==> config.mk <==
export PLATFORM = sky130hd
export DESIGN_NAME = regxfer_seq
export DESIGN_NICKNAME = d
export VERILOG_FILES = /design/src/rtl/regxfer_seq.sv
export SDC_FILE = /design/constraint.sdc
export NUM_CORES = 1
export LEC_CHECK = 0
export ABC_AREA = 1
export BUFFER_PORTS_ARGS = -buffer_cell sky130_fd_sc_hd__buf_2
export CAP_MARGIN = 20
export CORE_ASPECT_RATIO = 0.5
export CORE_MARGIN = 5
export CORE_UTILIZATION = 45
export CTS_BUF_LIST = sky130_fd_sc_hd__clkbuf_4 sky130_fd_sc_hd__clkbuf_8
export DETAILED_ROUTE_END_ITERATION = 8
export HOLD_SLACK_MARGIN = 0.03
export MAX_ROUTING_LAYER = met4
export PLACE_DENSITY = 0.77
export SETUP_SLACK_MARGIN = 0.2
export SLEW_MARGIN = 20
export SYNTH_ARGS = -nofsm -noshare
export SYNTH_HDL_FRONTEND = slang
export SYNTH_SLANG_ARGS = --single-unit
==> constraint.sdc <==
create_clock -name clk -period 1.8 [get_ports clk]
set_clock_uncertainty 0.2 [all_clocks]
set_input_delay 0.18 -clock clk [delete_from_list [all_inputs] [get_ports clk]]
set_output_delay 0.18 -clock clk [all_outputs]
set_load 0.05 [all_outputs]
==> src/rtl/regxfer_seq.sv <==
module regxfer_seq #(
  parameter int ADDR_W = 32,
  parameter int DATA_W = 32,
  parameter int IDX_W  = 4
) (
  input  logic              clk,
  input  logic              rst_n,
  input  logic              start,
  input  logic              dir_store,
  input  logic [IDX_W-1:0]  top_idx,
  input  logic [IDX_W-1:0]  base_idx,
  input  logic              autoinc,
  input  logic              prefix_on,
  input  logic [ADDR_W-1:0] prefix_addr,
  input  logic [ADDR_W-1:0] base_val,
  input  logic              mem_ready,
  input  logic [DATA_W-1:0] mem_rdata,
  input  logic [DATA_W-1:0] rf_rd_data,
  output logic [ADDR_W-1:0] mem_addr,
  output logic [DATA_W-1:0] mem_wdata,
  output logic              mem_rd,
  output logic              mem_wr,
  output logic [IDX_W-1:0]  rf_rd_idx,
  output logic              rf_we,
  output logic [IDX_W-1:0]  rf_widx,
  output logic [DATA_W-1:0] rf_wdata,
  output logic              rf_wb_base,
  output logic              done
);
  localparam int WORD_BYTES = DATA_W / 8;

  typedef enum logic [1:0] {S_IDLE, S_XFER, S_WB, S_DONE} state_t;

  state_t            st;
  logic [ADDR_W-1:0] addr_q, first_q;
  logic [IDX_W-1:0]  idx_q, base_q;
  logic              store_q, ai_q, pfx_q;

  wire in_xfer   = (st == S_XFER);
  wire step      = in_xfer && mem_ready;
  wire last_word = (idx_q == '0);
  wire sub_first = store_q && ai_q && pfx_q && (idx_q == base_q);

  always_ff @(posedge clk or negedge rst_n) begin
    if (!rst_n) begin
      st      <= S_IDLE;
      addr_q  <= '0;
      first_q <= '0;
      idx_q   <= '0;
      base_q  <= '0;
      store_q <= 1'b0;
      ai_q    <= 1'b0;
      pfx_q   <= 1'b0;
    end else begin
      case (st)
        S_IDLE: if (start) begin
          addr_q  <= prefix_on ? prefix_addr : base_val;
          first_q <= prefix_on ? prefix_addr : base_val;
          idx_q   <= top_idx;
          base_q  <= base_idx;
          store_q <= dir_store;
          ai_q    <= autoinc;
          pfx_q   <= prefix_on;
          st      <= S_XFER;
        end
        S_XFER: if (mem_ready) begin
          addr_q <= addr_q + ADDR_W'(WORD_BYTES);
          if (last_word) st <= ai_q ? S_WB : S_DONE;
          else           idx_q <= idx_q - 1'b1;
        end
        S_WB:    st <= S_DONE;
        default: st <= S_IDLE;
      endcase
    end
  end

  assign mem_addr   = addr_q;
  assign mem_rd     = in_xfer && !store_q;
  assign mem_wr     = in_xfer && store_q;
  assign rf_rd_idx  = idx_q;
  assign mem_wdata  = sub_first ? DATA_W'(first_q) : rf_rd_data;
  assign rf_wb_base = (st == S_WB);
  assign rf_we      = (step && !store_q) || rf_wb_base;
  assign rf_widx    = rf_wb_base ? base_q : idx_q;
  assign rf_wdata   = rf_wb_base ? DATA_W'(pfx_q ? first_q : addr_q) : mem_rdata;
  assign done       = (st == S_DONE);
endmodule

==> results.py, run 1 <==
metrics = {
    "yosys": {
        "synthFlopType": "dfrtp_1",
        "synth_top_area_frac": 0.338,
        "synthesis.instances": 906,
        "syn_area_per_cell_um2": 6.29,
        "synth_edf_count": 0,
        "netlist-cell-type-count": 30,
        "synth_area_mm2": 0.00570,
        "dominant_cells_by_area_after_synthesis": "dfrtp_1 (34%), nand2_1 (21%), nor2_1 (7.9%)",
        "syn_nets": 1055,
        "yosysSeqAreaShare": 0.338,
        "ys_ff_latch": 77,
        "synth_largest_area_cell": "dfrtp_1",
        "async_set_or_reset_register_ratio_after_synthesis": 1.00,
        "yosys_warnings": 0,
    },
    "die": {
        "number_of_ports_placed_on_the_die_boundary": 252,
        "rows": 29,
        "die_width_um": 169,
        "start_util": 0.455,
        "floorplan.die.height_um": 89.6,
    },
    "clock_network": {
        "cts-htree-levels": 3,
        "cts_num_sinks": 77,
        "cts_buffers": 9,
        "ctsRootBufferMaster": "clkbuf_8",
        "cts-root-to-sink-buffers": 2,
    },
    "place": {
        "hpwl_um": 19100,
        "gp_congestion": 0.950,
        "preCtsSetupSlack_ns": -0.208,
        "port_buffers": 251,
    },
    "run_status": {
        "run_status": "did not finish",
        "first-error": "[ERROR DPL-0038] Utilization greater than 100%, impossible to legalize",
        "flow.stopped_at": "global routing (5_1_grt)",
    },
    "timing": {
        "timing.grt.repair.worst_endpoint": "mem_wdata[28]",
        "timing.repair.worst_endpoint_type": "primary output",
    },
    "grt": {
        "grt_max_degree": 28,
    },
}
[timing repair]
item                                    4_1_cts
cloned                                       21
pin swaps                                    36
hold buffers                                 74
gates resized for setup                     388
endpoints found under the setup margin      141
setup buffers                                39
hold endpoints to repair                    135
[kinds of logic after synthesis]
logic type,count (synthesis),share of synthesized area
flops,77,0.338
simple gates,510,0.357
compound gates,184,0.189
xor+xnor,5,0.00769
buf+inv,118,0.0843
mux,6,0.0105
fa+ha+maj,6,0.0132
[through the flow]
stage          hold WS (ns)  cells  cell area, um2
2_1_floorplan        -0.316    906            6870
3_3_place_gp        -0.0609   1350            8630
4_1_cts              0.0346   1500           11800
3_5_place_dp        -0.0618   1350            8630
[synthesized netlist by cell type (all sizes together), types with 3 or more instances]
cell type	number
a21oi	39
a31oi	33
and2	4
buf	16
clkbuf	33
dfrtp	77
ha	6
inv	67
mux2i	6
nand2	321
nand3	58
nor2	124
o211ai	13
o21ai	87
o21bai	3
o22ai	4
xor2	5
==> run 2, diff against run 1 <==
==> config.mk (replaced) <==
export PLATFORM = sky130hd
export DESIGN_NAME = regxfer_seq
export DESIGN_NICKNAME = d
export VERILOG_FILES = /design/src/rtl/regxfer_seq.sv
export SDC_FILE = /design/constraint.sdc
export NUM_CORES = 1
export LEC_CHECK = 0
export ABC_AREA = 1
export BUFFER_PORTS_ARGS = -buffer_cell sky130_fd_sc_hd__buf_2
export CAP_MARGIN = 20
export CORE_MARGIN = 5
export CORE_UTILIZATION = 40
export DETAILED_ROUTE_END_ITERATION = 8
export PLACE_DENSITY_LB_ADDON = 0.15
export SLEW_MARGIN = 20
export SYNTH_ARGS = -nofsm -noshare
export SYNTH_HDL_FRONTEND = slang
export SYNTH_SLANG_ARGS = --single-unit
==> constraint.sdc (replaced) <==
create_clock -name clk -period 2.34 [get_ports clk]
set_clock_uncertainty 0.2 [all_clocks]
set_input_delay 0.234 -clock clk [delete_from_list [all_inputs] [get_ports clk]]
set_output_delay 0.234 -clock clk [all_outputs]
set_load 0.05 [all_outputs]
==> results.py, run 2 <==
metrics = {
    "timing": {
        "relSlewSlack": 0.685,
        "period_share": 0.986,
        "final-hold-violation-count": 0,
        "timing.final.max_slew_violations": 0,
        "rsz0062_at_grt": "true",
        "worst-slew-pin-transition_ns": 0.472,
        "setup_viol_count_final": 0,
        "fmax_ghz": 0.433,
        "min_period_ns": 2.31,
    },
    "clock_network": {
        "cts-htree-levels": 3,
        "cts_tree": "yes",
        "clkLatencyLatePin_ns": 0.34,
        "cts_buffers": 9,
        "cts_num_sinks": 77,
        "ctsRootBufferMaster": "clkbuf_16",
        "clk_pin_slew_worst_paths_ns": 0.06,
        "cts-root-to-sink-buffers": 2,
    },
    "worst_setup_path": {
        "regToRegStartpoint": "st[1]",
        "r2r_endpoint": "first_q[26]",
        "cp_data_required_time_ns": 1.91,
        "worstPathArrival_ns": 1.87,
        "rrSetupSlack_ns": 0.09,
        "setup.worst_path.end_class": "output pin",
        "worst_setup_path_start_kind": "register",
        "path_class": "register to output pin",
        "critical_path_peak_fanout": 9,
        "r2r_cells": 8,
    },
    "layout": {
        "final_net_count": 1351,
        "final_cell_area_mm2": 0.00865,
        "drive_above_1_share": 0.314,
        "antenna_cells": 0,
        "most-common-layout-cells": "nand2_1 (314), buf_2 (202), nor2_1 (98)",
        "utilization": 0.621,
        "layout_stage_area_growth_over_the_synthesis_result_pct": 51.8,
        "layout.cells.most_common": "nand2_1",
        "final_instance_count_excl_fillers": 1386,
    },
    "grt": {
        "met3_track_demand_over_resource": 0.0647,
        "globalRoute.busiestLayer": "met2",
        "grtUsageMet2": 0.452,
        "grt.total_usage": 0.285,
        "grt_use_met1": 0.391,
        "via_count_of_the_first_global_routing_pass": 6786,
        "grt_max_degree": 60,
        "grt_first_pass_wirelength_um": 36800,
        "overflow_left_after_global_routing": 0,
        "grt_antenna_before_repair": 0,
    },
    "worst_hold_path": {
        "hold_end": "first_q[1]",
        "hp-class": "primary input to register",
        "hold_path.startpoint": "prefix_addr[1]",
        "hold_depth": 3,
    },
    "routing": {
        "initial_drc_count": 692,
        "antenna_violating_nets_post_route": 0,
        "vias_per_cell": 5.32,
        "finalWirelength_um": 25700,
        "route.detailed.drc": 0,
        "detailedRoute.firstPassIterationCount": 5,
        "wire_length_per_cell_after_detailed_routing_um": 18.5,
        "via_count": 7374,
    },
    "die": {
        "rows": 43,
        "die_width_um": 129,
        "die_area_mm2": 0.0167,
        "start_util": 0.409,
        "number_of_ports_placed_on_the_die_boundary": 252,
        "core_box_area_mm2": 0.0139,
        "floorplan.die.height_um": 129,
    },
    "run_status": {
        "run_status": "finished clean",
    },
    "yosys": {
        "syn_nets": 1055,
        "synth_edf_count": 0,
        "synth_top_area_frac": 0.338,
        "dominant_cells_by_area_after_synthesis": "dfrtp_1 (34%), nand2_1 (21%), nor2_1 (7.9%)",
        "ys_ff_latch": 77,
        "synth_largest_area_cell": "dfrtp_1",
        "synthFlopType": "dfrtp_1",
        "synth_area_mm2": 0.00570,
        "post-synth-top-count-cell": "nand2_1",
        "async_set_or_reset_register_ratio_after_synthesis": 1.00,
        "synthesis.instances": 906,
        "yosys_warnings": 0,
        "post_synth_most_frequent_cells": "nand2_1 (320), nor2_1 (120), dfrtp_1 (77)",
        "yosysSeqAreaShare": 0.338,
        "netlist-cell-type-count": 30,
        "syn_area_per_cell_um2": 6.29,
    },
    "place": {
        "dp_cells": 1315,
        "hpwl_um": 19100,
        "port_buffers": 251,
        "gp_congestion": 0.891,
        "dpl_cell_area_mm2": 0.00744,
    },
    "pwr": {
        "vdd_drop_max_v": 0.000784,
        "total_power_mw": 13.5,
        "power_density_mw_per_mm2": 1560,
        "total_leakage_power_nw": 4.35,
    },
    "job": {
        "max_cap_viol_count": 0,
    },
}
## run 2: cell counts after synthesis
Identical to the previous run, type by type.
## run 2: logic make-up after synthesis
group / count (synthesis) / share of synthesized area
flip-flops: 77 / 0.338
AO/OA/AOI/OAI: 184 / 0.189
multiplexers: 6 / 0.0105
AND/OR/NAND/NOR: 510 / 0.357
adder cells (fa/ha/maj): 6 / 0.0132
XOR/XNOR: 5 / 0.00769
buffers and inverters: 118 / 0.0843
## run 2: power breakdown
part           leakage [nW]  switching (mW)  internal, mW
clock network         0.139           0.544         0.799
logic                  3.31            6.45          2.78
registers             0.908           0.862          2.02
## run 2: area by class of cell
| cell class | instances | area, um2 |
|---|---|---|
| fillers | 1310 | 5290 |
| multi-input cells | 711 | 3580 |
| flip-flops and latches | 77 | 1930 |
| repair buffers | 334 | 2370 |
| clock inverters | 1 | 5.00 |
| clock buffers | 14 | 274 |
| well taps | 180 | 225 |
| inverters | 69 | 265 |
## run 2: through the flow
| stage | TNS [ns] | setup slack [ns] | hold WS [ns] |
|---|---|---|---|
| final | 0 | 0.0320 | 0.00337 |
| after global routing | -0.142 | -0.0297 | 0.0171 |
| after CTS | 0 | 0.00137 | 0.000649 |
| after detailed placement | 0 | 0.256 | -0.0657 |
| after global placement | 0 | 0.260 | -0.0682 |
| after floorplan | -0.356 | -0.0350 | -0.262 |
## run 2: worst max path at each step
stage                            start  cells past startpoint  slack [ns]       endpoint
after floorplan           rf_rd_idx[0]                      5       -0.04  mem_wdata[10]
after global placement           st[0]                      7        0.26   rf_wdata[30]
after detailed placement         st[0]                      7        0.26   rf_wdata[30]
after CTS                        st[1]                      8       0.001          rf_we
after global routing      rf_rd_idx[0]                      8       -0.03  mem_wdata[27]
final                        base_q[0]                      7        0.03  mem_wdata[18]
## run 2: repair_timing
item / CTS / global route
hold buffers: 41 / 0
gates resized for setup: 15 / 126
setup endpoints to repair: 48 / 70
endpoints found under the hold margin: 103 / 0
cloned: 1 / 4
pin swaps: 1 / 5
setup buffers: 4 / 6
## run 2: per-layer routing
metal | vias to the layer above | share of wire
met4 | 0 | 0.026
met3 | 53 | 0.088
met5 | - | 0
met1 | 3432 | 0.42
met2 | 351 | 0.47
li1 | 3538 | -
## run 2: critical path, cell delays in order, from the launching register on
cell,delay [ns]
dfrtp_1,0.41
xor2_2,0.20
nor3_4,0.21
buf_4,0.15
clkbuf_4,0.19
nand3_1,0.11
nand2_1,0.10
buf_6,0.16
Power figures use the tool's default switching activity.
